<file path="config.mk">
export PLATFORM = sky130hd
export DESIGN_NAME = rst_status_ctrl
export DESIGN_NICKNAME = d
export VERILOG_FILES = /design/src/rtl/rst_status_pkg.sv /design/src/rtl/rst_req_sync.sv /design/src/rtl/rst_cause_rec.sv /design/src/rtl/rst_status_ctrl.sv
export SDC_FILE = /design/constraint.sdc
export NUM_CORES = 1
export LEC_CHECK = 0
export BUFFER_PORTS_ARGS = -buffer_cell sky130_fd_sc_hd__buf_2
export CORE_UTILIZATION = 37
export DETAILED_ROUTE_END_ITERATION = 8
export PLACE_DENSITY = 0.72
export SYNTH_ARGS = -nofsm -noshare
export SYNTH_HDL_FRONTEND = slang
export SYNTH_HIERARCHICAL = 1
export SYNTH_SLANG_ARGS = --single-unit
</file>
<file path="constraint.sdc">
create_clock -name clk_i -period 2.2 [get_ports clk_i]
set_input_delay 0.22 -clock clk_i [delete_from_list [all_inputs] [get_ports clk_i]]
set_output_delay 0.22 -clock clk_i [all_outputs]
set_load 0.03 [all_outputs]
</file>
<file path="src/rtl/rst_status_pkg.sv">
package rst_status_pkg;
  localparam int N_SRC = 7;
  // source index doubles as status bit position for the recorded ones
  localparam int SRC_POR  = 0;
  localparam int SRC_LVD  = 1;
  localparam int SRC_PIN  = 2;
  localparam int SRC_WDOG = 3;
  localparam int SRC_ILOP = 4;
  localparam int SRC_ILAD = 5;
  localparam int SRC_DBG  = 6;
  localparam int N_REC    = 6;
  typedef logic [N_SRC-1:0] src_vec_t;
endpackage

</file>
<file path="src/rtl/rst_req_sync.sv">
module rst_req_sync #(
  parameter int SYNC_STAGES    = 2,
  parameter int STRETCH_CYCLES = 16
) (
  input  logic clk_i,
  input  logic rst_ni,
  input  logic req_any_i,
  output logic rst_o
);
  localparam int CW = $clog2(STRETCH_CYCLES + 1);
  localparam logic [CW-1:0] CNT_LOAD = CW'(STRETCH_CYCLES);

  logic                   arst_n;
  logic [SYNC_STAGES-1:0] sync_q;
  logic [CW-1:0]          cnt_q;

  // assert asynchronously on any request, release through the shift chain
  assign arst_n = rst_ni & ~req_any_i;

  always_ff @(posedge clk_i or negedge arst_n) begin
    if (!arst_n) sync_q <= '1;
    else         sync_q <= sync_q << 1;
  end

  always_ff @(posedge clk_i or negedge arst_n) begin
    if (!arst_n)                       cnt_q <= CNT_LOAD;
    else if (sync_q[SYNC_STAGES-1])    cnt_q <= CNT_LOAD;
    else if (cnt_q != '0)              cnt_q <= cnt_q - 1'b1;
  end

  assign rst_o = ~arst_n | sync_q[SYNC_STAGES-1] | (cnt_q != '0);
endmodule

</file>
<file path="src/rtl/rst_cause_rec.sv">
module rst_cause_rec
  import rst_status_pkg::*;
#(
  parameter int DATA_W = 8
) (
  input  logic              clk_i,
  input  logic              rst_ni,
  input  src_vec_t          req_i,
  input  logic              sys_rst_i,
  output logic [DATA_W-1:0] status_o
);
  logic              busy_q;
  logic [DATA_W-1:0] status_q;
  logic [DATA_W-1:0] new_bits;
  logic [DATA_W-1:0] por_bits;

  assign new_bits = DATA_W'(req_i[N_REC-1:0]);
  assign por_bits = DATA_W'((1 << SRC_POR) | (1 << SRC_LVD));

  // busy_q: reset was active in the previous cycle -> same sequence
  always_ff @(posedge clk_i or negedge rst_ni) begin
    if (!rst_ni) busy_q <= 1'b1;
    else         busy_q <= sys_rst_i;
  end

  always_ff @(posedge clk_i or negedge rst_ni) begin
    if (!rst_ni) begin
      status_q <= '0;
    end else if (req_i[SRC_POR]) begin
      status_q <= por_bits;
    end else if (req_i != '0) begin
      if (!busy_q)                    status_q <= new_bits;
      else if (!status_q[SRC_POR])    status_q <= status_q | new_bits;
    end
  end

  assign status_o = status_q;
endmodule

</file>
<file path="src/rtl/rst_status_ctrl.sv">
module rst_status_ctrl
  import rst_status_pkg::*;
#(
  parameter int              SYNC_STAGES    = 2,
  parameter int              STRETCH_CYCLES = 16,
  parameter int              DATA_W         = 8,
  parameter int              ADDR_W         = 4,
  parameter logic [ADDR_W-1:0] STATUS_ADDR  = '0,
  parameter logic [15:0]     VEC_HI_ADDR    = 16'hFFFE,
  parameter logic [15:0]     SP_INIT        = 16'h00FF
) (
  input  logic              clk_i,
  input  logic              rst_ni,
  input  logic              por_i,
  input  logic              lvd_i,
  input  logic              pin_rst_i,
  input  logic              pin_rst_en_i,
  input  logic              wdog_rst_i,
  input  logic              ilop_rst_i,
  input  logic              ilad_rst_i,
  input  logic              dbg_rst_i,
  input  logic              rd_en_i,
  input  logic              wr_en_i,
  input  logic [ADDR_W-1:0] addr_i,
  output logic [DATA_W-1:0] rdata_o,
  output logic              wdog_kick_o,
  output logic              sys_rst_o,
  output logic [15:0]       vec_hi_addr_o,
  output logic [15:0]       vec_lo_addr_o,
  output logic [15:0]       sp_init_o,
  output logic              imask_init_o
);
  src_vec_t          req_vec;
  logic [DATA_W-1:0] status_q;
  logic              addr_hit;
  logic              wr_hit;

  always_comb begin
    req_vec           = '0;
    req_vec[SRC_POR]  = por_i;
    req_vec[SRC_LVD]  = lvd_i;
    req_vec[SRC_PIN]  = pin_rst_i & pin_rst_en_i;
    req_vec[SRC_WDOG] = wdog_rst_i;
    req_vec[SRC_ILOP] = ilop_rst_i;
    req_vec[SRC_ILAD] = ilad_rst_i;
    req_vec[SRC_DBG]  = dbg_rst_i;
  end

  rst_req_sync #(
    .SYNC_STAGES   (SYNC_STAGES),
    .STRETCH_CYCLES(STRETCH_CYCLES)
  ) u_sync (
    .clk_i    (clk_i),
    .rst_ni   (rst_ni),
    .req_any_i(|req_vec),
    .rst_o    (sys_rst_o)
  );

  rst_cause_rec #(
    .DATA_W(DATA_W)
  ) u_rec (
    .clk_i    (clk_i),
    .rst_ni   (rst_ni),
    .req_i    (req_vec),
    .sys_rst_i(sys_rst_o),
    .status_o (status_q)
  );

  assign addr_hit    = (addr_i == STATUS_ADDR);
  assign wr_hit      = wr_en_i & addr_hit;
  assign rdata_o     = (rd_en_i && addr_hit) ? status_q : '0;
  assign wdog_kick_o = wr_hit;

  assign vec_hi_addr_o = VEC_HI_ADDR;
  assign vec_lo_addr_o = VEC_HI_ADDR + 16'd1;
  assign sp_init_o     = SP_INIT;
  assign imask_init_o  = 1'b1;
endmodule

</file>
== Yosys cells after proc, flatten, opt, wreduce, memory -nomap -nowiden ==
Index checks and enable logic that the tools add are counted.

* Flip-flop bits (word level): 16
* Latch bits: 0
* Bits in writable memories: 0
* Bits in read-only memories: 0
* Memories kept: 0

* $add $sub $neg: 1
* $mul: 0
* Divide/modulo/power cells: 0
* $lt $le $gt $ge: 0
* Equal/unequal tests: 1
* Shifts and indexed selects: 0
* Muxes and demuxes: 7
* Bitwise logic cells: 8
* Reduce and logical (&&, ||, !) cells: 8

{| class="wikitable"
|+ Operators by type and width
! kind !! count
|-
| $mux W8 || 5
|-
| $mux W5 || 2
|-
| $or A8 B6 Y8 || 1
|-
| $reduce_bool A7 Y1 || 1
|-
| $reduce_or A7 Y1 || 1
|-
| $reduce_bool A5 Y1 || 1
|-
| $sub A5 B1 Y5 const B || 1
|-
| $logic_not A4 Y1 || 1
|-
| $reduce_bool A2 Y1 || 2
|-
| $and A1 B1 Y1 || 3
|-
| $ne A3 B3 Y1 const B || 1
|-
| $not A1 Y1 || 2
|-
| $or A1 B1 Y1 || 2
|-
| $reduce_and A2 Y1 || 1
|-
| $logic_and A1 B1 Y1 || 1
|}

== Longest topological paths before layout ==
Gate-level depths: netlist (run 1).

* Word-level depth: 7
* Depth in mapped cells: 6

== Cells and area by module ==
Netlist (run 1), hierarchy kept.

{| class="wikitable"
|+ Modules (own cells, without submodules)
! module !! times used !! cells an instance !! area each (um^2) !! sequential area each (um^2)
|-
| rst_status_ctrl || 1 || 64 || 462.9 || 0.0
|-
| rst_cause_rec || 1 || 34 || 335.3 || 176.4
|-
| rst_req_sync || 1 || 30 || 320.3 || 178.9
|}

== Worst setup path before layout (run 1) ==
No wires, ideal clock.

* Kind: input -> output
* Start: input por_i
* End: output sys_rst_o
* Arrival time: 2069 ps
* Data required time: 1980 ps
* Slack: -89 ps
* Stages: 4
* Cells stage by stage: or4_1 -> or4_1 -> nor2b_1 -> or3b_1

* Longest elaborated chain between the ends: 6

{| class="wikitable"
|+ Ends and longest elaborated chain
! item !! RTL line !! text
|-
| start: declaration || rst_status_ctrl.sv:14 || <nowiki>input logic por_i,</nowiki>
|-
| $reduce_or A7 Y1 || rst_status_ctrl.sv:55 || <nowiki>.req_any_i(|req_vec),</nowiki>
|-
| $not A1 Y1 || rst_req_sync.sv:18 || <nowiki>assign arst_n = rst_ni & ~req_any_i;</nowiki>
|-
| $and A1 B1 Y1 || rst_req_sync.sv:18 ||
|-
| net u_sync.arst_n || rst_req_sync.sv:13 || <nowiki>logic arst_n;</nowiki>
|-
| $not A1 Y1 || rst_req_sync.sv:31 || <nowiki>assign rst_o = ~arst_n | sync_q[SYNC_STAGES-1] | (cnt_q != '0);</nowiki>
|-
| $or A1 B1 Y1 (2 in series) || rst_req_sync.sv:31 ||
|-
| end: declaration || rst_status_ctrl.sv:27 || <nowiki>output logic sys_rst_o,</nowiki>
|}

The timed path passes the listed nets, and every way through them passes these cells.

== Final worst setup path (run 1) ==
* Start: input ilop_rst_i
* End: output sys_rst_o

* Longest elaborated chain between the ends: 6

{| class="wikitable"
|+ Ends and longest elaborated chain
! item !! RTL line !! text
|-
| start: declaration || rst_status_ctrl.sv:19 || <nowiki>input logic ilop_rst_i,</nowiki>
|-
| $reduce_or A7 Y1 || rst_status_ctrl.sv:55 ||
|-
| $not A1 Y1 || rst_req_sync.sv:18 ||
|-
| $and A1 B1 Y1 || rst_req_sync.sv:18 ||
|-
| net u_sync.arst_n || rst_req_sync.sv:13 ||
|-
| $not A1 Y1 || rst_req_sync.sv:31 ||
|-
| $or A1 B1 Y1 (2 in series) || rst_req_sync.sv:31 ||
|}

The timed path passes the listed nets, and every way through them passes these cells.

==> key figures, run 1 <==
STA
  – Setup WS post-layout: 51.1 ps
  – Final Slew Violations: 0
  – Hold Slack: 237 ps
  – Final Skew: 4.03 ps
  – F_max: 465 MHz
  – Fin crit period: 2150 ps
  – Part of the cycle the worst path needs: 97.7%
  – # setup viols final: 0
  – Final Hold Fails: 0

Synth
  – Most frequent cell after synthesis: buf_4
  – Synth Area per Inst: 8.74 um^2
  – Top cells by area, synth: buf_4, dfrtp_1, dfstp_2
  – Ys async rst share: 100%
  – Number of flops mapped to enable cells by yosys: 0
  – Sequential area share after synthesis: 31.8%
  – Synth Register Bits: 14
  – Synth Cell Area: 0.00112 mm^2
  – Synth top cells by count: buf_4, dfrtp_1, a21oi_1, nor2_1, and3_1
  – Cell variety after synth: 32
  – Syn Inst Count: 128
  – Synth area leader: buf_4
  – Synth warn: 6
  – Synth top area share: 34.2%
  – Ys flop type: dfrtp_1

Global route
  – Grt total ovfl: 0
  – Busiest grt layer: met2
  – Tot GR Track Use: 11.0%
  – Largest net degree at the start of global routing: 10
  – Met2 usage: 18.2%
  – Number of global-route vias before repair: 636
  – Met1 Track Usage GR: 14.0%
  – First-pass GRT wire length: 2750 um
  – Initial antenna violation count: 0
  – Met3 GRT Util: 2.72%

Placed design
  – Pre-CTS setup slack: 15.2 ps
  – PortBufs: 23
  – GPL Wtd Cong: 0.836
  – DP HPWL: 1380 um
  – Cell Count Post-Placement: 183

Clocking
  – Clk_lat worst skew: 280 ps
  – CTS Root Cell: clkbuf_4
  – Number of H-tree levels: 1
  – Clock transition at path regs: 90 ps
  – Clk sinks: 14
  – CTS tree: done
  – Number of buffers created by CTS: 3
  – Max clock buf depth: 2

Routing
  – Wire length per cell: 10.0 um
  – Via/cell ratio: 4.25
  – 1st-iter DRT viols: 28
  – Vias: 807
  – Routed WL: 1900 um
  – # DRC: 14
  – Drt first pass iters: 6
  – Routed Antenna Nets: 0

Cells and area
  – Non-filler cells, final: 190
  – Layout area overhead: 8.50%
  – Diodes inserted: 0
  – Final core occ: 43.3%
  – Fraction of layout cells with a size suffix above 1: 32.7%
  – Final #Nets: 177

Floorplan
  – Core Region: 0.00281 mm^2
  – Die X-Extent: 57.0 um
  – Die area: 0.00325 mm^2
  – Num ports: 75
  – Starting Density: 39.9%
  – Cell Rows: 19
  – Die Y-Extent: 57.0 um

Critical path
  – Crit. End Element: output port
  – Setup crit start kind: primary input
  – Worst path required time: 1980 ps
  – Max Fanout on Critical Path: 2
  – Worst EP arrival: 1930 ps
  – WS Path Type: primary input to output port
  – Reg2reg path depth: 5

Run
  – Max-cap violations: 0

Run status
  – Violated checks: design-rule violations
  – Status: finished with violations

Power
  – Tot Pwr: 899 uW
  – PD cells: 740 mW/mm^2
  – Static Leak: 0.664 nW
  – Max VDD drop: 0.711 mV

Worst hold path
  – Min-Delay Path Class: primary input to flip-flop
  – Hold depth: 3
==> power breakdown <==
group | switching, mW | total, mW | internal [mW]
Clock | 0.0895 | 0.190 | 0.101
Sequential | 0.0368 | 0.345 | 0.308
Combinational | 0.219 | 0.363 | 0.144
Total | 0.346 | 0.899 | 0.553
==> repair_timing <==
action                                 4_1_cts  5_1_grt
gates resized for setup                      4        7
setup buffers                                1        1
pin swaps                                    1        0
endpoints found under the hold margin        7        0
setup endpoints to repair                    1        1
hold buffers                                 1        0
==> critical path, stage by stage <==
cell and delay, ps:
buf_2 110, or4_4 500, or4_4 440, nor2b_4 120
or3b_4 390, buf_6 150
==> flip-flops by register name, indices dropped and copies added (netlist names) <==
name,flops
u_sync/cnt_q,5
u_rec/status_o,6
u_sync/sync_q,2
u_rec/busy_q,1
==> placed cells by master, fill, tap and decap left out, types with 2 or more instances in the layout <==
master	count
buf_4	8
a211oi_1	4
a21oi_1	8
buf_2	21
nor2_1	8
clkbuf_4	3
dfrtp_1	10
nand2_1	3
dfstp_2	4
and3_2	3
and2_1	2
and3_1	5
buf_6	2
or4_4	3
inv_1	3
conb_1	52
==> cell type report <==
| cell class | instances | area, um^2 |
|---|---|---|
| clock buffer | 4 | 36.3 |
| fill | 299 | 1590 |
| inverter | 4 | 15.0 |
| multi-input combinational | 105 | 571 |
| sequential | 14 | 355 |
| tap | 31 | 38.8 |
| timing repair buffer | 32 | 198 |
==> cells by family after synthesis <==
group,count (synthesis),share of synthesized area [%]
XOR/XNOR,1,0.783
AO/OA/AOI/OAI,16,8.84
flip-flops,14,31.8
buffers and inverters,57,36.4
adder cells (fa/ha/maj),1,1.12
other,4,1.34
AND/OR/NAND/NOR,35,19.8
==> worst paths after layout <==
check | slack, ps | start | endpoint
max | 50 | ilop_rst_i | sys_rst_o
min | 240 | por_i | u_rec/status_o[3]
max reg2reg | 630 | u_sync/cnt_q[1] | u_sync/cnt_q[1]
min reg2reg | 360 | u_sync/sync_q[0] | u_sync/sync_q[1]
max in group asynchronous | 1070 | ilop_rst_i | u_sync/cnt_q[4]
min in group asynchronous | 300 | rst_ni | u_rec/status_o[3]
==> stage by stage <==
step | cell area [um^2] | setup TNS [ps]
finish | 1210 | 0
global route | 1210 | -5.62
CTS | 1180 | 0
detailed placement | 1110 | 0
global placement | 1110 | 0
floorplan | 1300 | 0
==> per-layer routing <==
metal	routed length, um	vias up
met5	0	-
met1	851	376
li1	-	384
met4	21	0
met2	892	45
met3	138	2
(Power assumes the default switching activity.)
==> inputs of run 2 (changes only) <==
--- a/config.mk
+++ b/config.mk
@@ -5,10 +5,12 @@
 export SDC_FILE = /design/constraint.sdc
 export NUM_CORES = 1
 export LEC_CHECK = 0
+export ABC_AREA = 1
 export BUFFER_PORTS_ARGS = -buffer_cell sky130_fd_sc_hd__buf_2
-export CORE_UTILIZATION = 37
+export CORE_UTILIZATION = 40
 export DETAILED_ROUTE_END_ITERATION = 8
-export PLACE_DENSITY = 0.72
+export PLACE_DENSITY = 0.74
+export RECOVER_POWER = 50
 export SYNTH_ARGS = -nofsm -noshare
 export SYNTH_HDL_FRONTEND = slang
 export SYNTH_HIERARCHICAL = 1
==> run 2 against run 1 <==
Compared with the run above:
- the run now ends clean
- clock power hardly changed
- power is 4.2% lower
- count of clock-buffer cells in the layout stayed put
- combinational power is 11% lower
- sequential power is 1% higher
- register-to-register slack better by 380 ps
- final cell count is 34% higher
- critical endpoint unchanged
- largest cell class unchanged
- largest power group is now registers
- highest routed layer unchanged
==> key figures, run 2 <==
Synth
  – Cell variety after synth: 26 (-19%)
  – Ys flop type: dfrtp_1
  – Ys async rst share: 100% (unchanged)
  – Synth area leader: buf_4
  – Top cells by area, synth: buf_4, dfrtp_1, nand2_1
  – Synth Register Bits: 14 (unchanged)
  – Most frequent cell after synthesis: buf_4
  – Synth warn: 6 (unchanged)
  – Syn Inst Count: 185 (+45%)
  – Synth top area share: 30.1% (-4.1 points)
  – Synth top cells by count: buf_4, nand2_1, inv_1
  – Synth Area per Inst: 7.01 um^2 (-20%)
  – Synth Cell Area: 0.00130 mm^2 (+16%)
  – Sequential area share after synthesis: 27.4% (-4.4 points)
  – Number of flops mapped to enable cells by yosys: 0 (unchanged)

Routing
  – Vias: 957 (+19%)
  – 1st-iter DRT viols: 19 (-32%)
  – # DRC: 0 (-14)
  – Drt first pass iters: 4 (-2)
  – Via/cell ratio: 3.77 (-11%)
  – Routed Antenna Nets: 0 (unchanged)
  – Routed WL: 1990 um (+4.7%)
  – Wire length per cell: 7.84 um (-22%)

Power
  – Max VDD drop: 0.506 mV (-29%)
  – Static Leak: 0.788 nW (+19%)
  – Tot Pwr: 861 uW (-4.2%)
  – PD cells: 657 mW/mm^2 (-11%)

Critical path
  – Crit. End Element: output port
  – WS Path Type: flip-flop to output port
  – Setup crit start kind: flip-flop
  – Worst path required time: 1980 ps (about the same)
  – Max Fanout on Critical Path: 5 (+3)
  – Worst EP arrival: 1550 ps (-380 ps)

Floorplan
  – Starting Density: 42.5% (+2.6 points)
  – Core Region: 0.00305 mm^2 (+8.8%)
  – Num ports: 75 (unchanged)
  – Die X-Extent: 59.0 um (+3.5%)
  – Die area: 0.00348 mm^2 (+7.0%)
  – Cell Rows: 20 (+1)
  – Die Y-Extent: 59.0 um (+3.5%)

STA
  – Setup_tns: 0 ps (unchanged)
  – Final Slew Violations: 0 (unchanged)
  – Part of the cycle the worst path needs: 80.4% (-17 points)
  – Fin crit period: 1770 ps (-380 ps)
  – # setup viols final: 0 (unchanged)
  – Setup WS post-layout: 431 ps (+380 ps)
  – F_max: 565 MHz (+21%)
  – Final Hold Fails: 0 (unchanged)
  – RSZ-0062 raised after global routing: no
  – Slew margin rel.: 63.3%
  – Final Skew: 9.51 ps (+5.48 ps)
  – Worst slew pin tran: 549 ps

Global route
  – Grt total ovfl: 0 (unchanged)
  – First-pass GRT wire length: 3170 um (+15%)
  – Largest net degree at the start of global routing: 9 (-1)
  – Met2 usage: 19.8% (+1.7 points)
  – Met3 GRT Util: 1.54% (-1.2 points)
  – Number of global-route vias before repair: 770 (+21%)
  – Busiest grt layer: met2
  – Tot GR Track Use: 12.0% (+0.97 points)
  – Met1 Track Usage GR: 15.3% (+1.3 points)
  – Initial antenna violation count: 0 (unchanged)

Placed design
  – DP HPWL: 1630 um (+18%)
  – Cell Count Post-Placement: 249 (+36%)
  – GPL Wtd Cong: 0.857 (+2.5%)
  – Pre-CTS setup slack: 741 ps (+726 ps)
  – PortBufs: 23 (unchanged)
  – Area post-placement: 0.00126 mm^2 (+14%)

Cells and area
  – Final #Nets: 228 (+29%)
  – Most common cell after layout, fill and taps aside: conb_1
  – Fraction of layout cells with a size suffix above 1: 21.9% (-11 points)
  – Fill count: 338 (+13%)
  – Multi-input combinational cell area: 627 um^2 (+9.9%)
  – Max FFs per register: 6 (unchanged)
  – Reg area: 355 um^2 (unchanged)
  – Most frequent cells in the layout: conb_1, nand2_1, inv_1
  – Non-filler cells, final: 254 (+34%)
  – Layout area overhead: 0.965%
  – Diodes inserted: 0 (unchanged)
  – Design area: 0.00131 mm^2 (+7.9%)

Run
  – Max-cap violations: 0 (unchanged)

Clocking
  – Clk sinks: 14 (unchanged)
  – Clock transition at path regs: 80 ps (about the same)
  – CTS resizes: 0 (-4)
  – Clk_lat worst skew: 280 ps (about the same)
  – Post-CTS Setup Bufs: 0 (-1)
  – CTS Root Cell: clkbuf_4
  – Max clock buf depth: 2 (unchanged)
  – Number of H-tree levels: 1 (unchanged)
  – Number of buffers created by CTS: 3 (unchanged)
  – CTS tree: done

Run status
  – Status: completed

Worst hold path
  – Min-Delay Path Class: primary input to asynchronous set/reset pin
run 2: cell types whose count changed after synthesis, sizes merged, moves of 2 or more:
| cell | change |
|---|---|
| o21ai | +2 |
| or3 | -2 |
| or4b | -2 |
| a211oi | -4 |
| nor2 | +16 |
| nand3 | +12 |
| and3 | -7 |
| inv | +23 |
| or4 | -3 |
| a21oi | -7 |
| nand2 | +36 |
run 2: final cells by class:
type	count	share of cell area [%]
Timing Repair Buffer	25	10.0
Clock buffer	4	2.77
Inverter	28	8.02
Multi-Input combinational cell	139	47.9
Sequential cell	14	27.1
Tap cell	44	4.20
run 2: kinds of logic (layout without fill, tap and decap cells):
group / after synthesis / in the layout / synth area share (%)
and+or+nand+nor: 81 / 81 / 28.9
buffers and inverters: 80 / 57 / 38.2
DFF: 14 / 14 / 27.4
other: 4 / 52 / 1.16
AOI/OAI and AO/OA: 4 / 4 / 2.70
adders and majority gates: 1 / 1 / 0.964
xor gates and xnor gates: 1 / 1 / 0.675
run 2: repair_timing:
action | CTS | global route
endpoints found under the hold margin | 7 | 0
hold buffers | 1 | 0
setup endpoints to repair | 0 | 0
run 2: worst max-delay path, cell delays in order (launching register included):
cell and delay [ps]:
dfrtp_1 380, inv_1 110, ha_1 230, nand3_2 140, nor2_4 150, nand2_1 80
buf_2 180
run 2: per-stage QoR:
stage | util, % | hold slack [ps]
floorplan | - | -75.6
global placement | 41.4 | 73.4
detailed placement | 41.4 | 78.7
CTS | 43.0 | 126
global route | 42.9 | 214
finish | 42.9 | 125
run 2: power by group:
part / switching [mW] / total [mW] / leakage (nW) / internal, mW
Combinational: 0.234 / 0.323 / 0.596 / 0.0893
Clock: 0.0885 / 0.189 / 0.0210 / 0.101
Sequential: 0.0400 / 0.349 / 0.171 / 0.309
run 2: per-layer routing:
| metal | routed length, um | vias up |
|---|---|---|
| li1 | - | 496 |
| met1 | 850 | 413 |
| met2 | 981 | 46 |
| met3 | 147 | 2 |
| met4 | 12 | 0 |
| met5 | 0 | - |
run 2: path summary, 6_finish.rpt:
| path | from | to | slack [ps] | depth (start not counted) |
|---|---|---|---|---|
| min in group clk_i | por_i | u_rec/status_o[2] | 300 | 4 |
| min | pin_rst_en_i | u_sync/cnt_q[0] | 120 | 5 |
| max | u_sync/cnt_q[0] | sys_rst_o | 430 | 6 |
| min reg2reg | u_sync/sync_q[0] | u_sync/sync_q[1] | 370 | 0 |
| max in group asynchronous | rst_ni | u_sync/cnt_q[4] | 1340 | 5 |
| max reg2reg | u_sync/cnt_q[0] | u_sync/cnt_q[1] | 1010 | 6 |
==> inputs of run 3 (changes only) <==
==> constraint.sdc (replaced) <==
create_clock -name clk_i -period 1.5 [get_ports clk_i]
set_input_delay 0.15 -clock clk_i [delete_from_list [all_inputs] [get_ports clk_i]]
set_output_delay 0.15 -clock clk_i [all_outputs]
set_load 0.03 [all_outputs]
==> run 3 against run 2 <==
Compared with the run above:
- final cell count is 2.8% higher
- critical path depth stayed put
- hold slack better by 2.5 ps
- sequential share of layout area is 1.6 points lower
- combinational power is 99% higher
- core utilization is 2.7 points higher
- first-iteration DRC count is 58% higher
- die area stayed put
==> key figures, run 3 (synthesis results as in run 2) <==
STA
  – Final Slew Violations: 0 (unchanged)
  – Part of the cycle the worst path needs: 98.1%
  – Final Hold Fails: 0 (unchanged)
  – # setup viols final: 0 (unchanged)
  – Fin crit period: 1470 ps
  – Hold Slack: 127 ps (+2.53 ps)
  – Slew margin rel.: 63.3% (about the same)
  – Worst slew pin tran: 549 ps (+0.282 ps)
  – Final Skew: 7.90 ps (-1.61 ps)
  – F_max: 680 MHz
  – RSZ-0062 raised after global routing: yes

Critical path
  – Reg2reg path depth: 5 (-1)
  – Worst path slowest cell: dfrtp_1
  – Worst EP arrival: 1320 ps (-230 ps)
  – Worst path required time: 1350 ps (-630 ps)
  – Worst reg2reg startpoint: u_rec/busy_q
  – Critical path origin: u_sync/cnt_q[1]
  – CP Cell Sequence: inv_2 -> ha_4 -> nand3_4 -> nor2_4 -> nand2_2 -> buf_6
  – WS Path Type: flip-flop to output port
  – Setup crit start kind: flip-flop
  – Top Family by Delay on Critical Path: flip-flops
  – CP Depth: 6 (unchanged)
  – Max Fanout on Critical Path: 3 (-2)
  – Crit. End Element: output port
  – RR Endpoint: u_rec/status_o[5]
  – CP endpoint: sys_rst_o
  – Buffers and inverters on the worst path: 2 (unchanged)
  – R2R setup slack: 330 ps (-680 ps)
  – Worst path max stage delay: 400 ps (+20 ps)

Cells and area
  – Fill count: 315 (-6.8%)
  – Layout area overhead: 7.33%
  – Non-filler cells, final: 261 (+2.8%)
  – Multi-input combinational cell area: 649 um^2 (+3.6%)
  – Most frequent cells in the layout: conb_1, nand2_1, inv_1
  – Final #Nets: 235 (+3.1%)
  – Max FFs per register: 6 (unchanged)
  – Reg area: 355 um^2 (unchanged)
  – Diodes inserted: 0 (unchanged)
  – Most common cell after layout, fill and taps aside: conb_1
  – Final core occ: 45.6% (+2.7 points)
  – Fraction of layout cells with a size suffix above 1: 25.3% (+3.4 points)

Routing
  – 1st-iter DRT viols: 30 (+11)
  – Routed WL: 2170 um (+8.8%)
  – Drt first pass iters: 4 (unchanged)
  – # DRC: 0 (unchanged)
  – Routed Antenna Nets: 0 (unchanged)
  – Via/cell ratio: 3.81 (+1.2%)
  – Vias: 995 (+4.0%)
  – Wire length per cell: 8.31 um (+5.9%)

Clocking
  – CTS tree: done
  – Clk_lat worst skew: 300 ps (+20 ps)
  – Clock transition at path regs: 100 ps (+20 ps)
  – Number of H-tree levels: 1 (unchanged)
  – Number of buffers created by CTS: 3 (unchanged)
  – Max clock buf depth: 2 (unchanged)
  – CTS Root Cell: clkbuf_4
  – Clk sinks: 14 (unchanged)

Global route
  – Tot GR Track Use: 13.1% (+1.1 points)
  – Number of global-route vias before repair: 815 (+5.8%)
  – Initial antenna violation count: 0 (unchanged)
  – Grt total ovfl: 0 (unchanged)
  – Largest net degree at the start of global routing: 9 (unchanged)
  – First-pass GRT wire length: 3330 um (+5.2%)

Floorplan
  – Num ports: 75 (unchanged)
  – Die X-Extent: 59.0 um (unchanged)
  – Cell Rows: 20 (unchanged)
  – Starting Density: 42.5% (unchanged)
  – Die Y-Extent: 59.0 um (unchanged)
  – Core Region: 0.00305 mm^2 (unchanged)
  – Die area: 0.00348 mm^2 (unchanged)

Run
  – Max-cap violations: 0 (unchanged)

Run status
  – Status: completed

Placed design
  – DP HPWL: 1540 um (-5.0%)
  – Cell Count Post-Placement: 249 (unchanged)
  – PortBufs: 23 (unchanged)
  – GPL Wtd Cong: 0.812 (-5.2%)

Power
  – Max VDD drop: 0.704 mV (+39%)
  – PD cells: 1030 mW/mm^2 (+57%)
  – Static Leak: 0.825 nW (+4.6%)

Worst hold path
  – Min-Delay Path Class: primary input to asynchronous set/reset pin
[run 3: area by class of cell]
class | count | area share [%]
clock buffers | 4 | 2.61
multi-input cells | 139 | 46.6
well taps | 44 | 3.95
repair buffers | 32 | 13.7
flip-flops and latches | 14 | 25.5
inverters | 28 | 7.55
[run 3: power breakdown]
part / switching, mW / internal (mW)
clock network: 0.141 / 0.148
registers: 0.0567 / 0.453
logic: 0.411 / 0.230
[run 3: worst min path at each step]
stage | endpoint | depth (start not counted) | from
after floorplan | u_rec/status_o[0] | 0 | rst_ni
after global placement | u_rec/status_o[0] | 1 | rst_ni
after detailed placement | u_rec/status_o[2] | 1 | rst_ni
after CTS | u_sync/cnt_q[3] | 5 | pin_rst_en_i
after global routing | u_sync/cnt_q[3] | 5 | pin_rst_en_i
final | u_sync/cnt_q[3] | 5 | pin_rst_en_i
[run 3: worst register-to-register path: stages (launching register included)]
cell	delay, ps
dfstp_2	620
nand3_2	180
nand2_1	100
inv_1	40
nand3_1	70
nand2_1	60
[run 3: layer usage]
metal  track usage (%)  part of all wire, %  wire length (um)
met1              14.6                   41               879
met2              23.4                   51              1110
met3              1.54                  6.0               131
met4              8.16                  2.2                48
met5                 0                    0                 0
[run 3: metrics by stage]
step	TNS [ps]	setup WS [ps]	power (mW)	cell area, um^2
2_1_floorplan	0	223	1.01	1480
3_3_place_gp	0	152	0.978	1260
3_5_place_dp	0	118	0.990	1260
4_1_cts	0	9.29	1.40	1380
5_1_grt	-37.5	-37.5	1.52	1390
6_report	0	28.8	1.44	1390
[run 3: timing repair]
item	in CTS	in global routing
setup endpoints to repair	1	1
pin swaps	2	1
buffers inserted	4	2
endpoints found under the hold margin	7	0
hold buffers	2	0
resized for setup	8	0
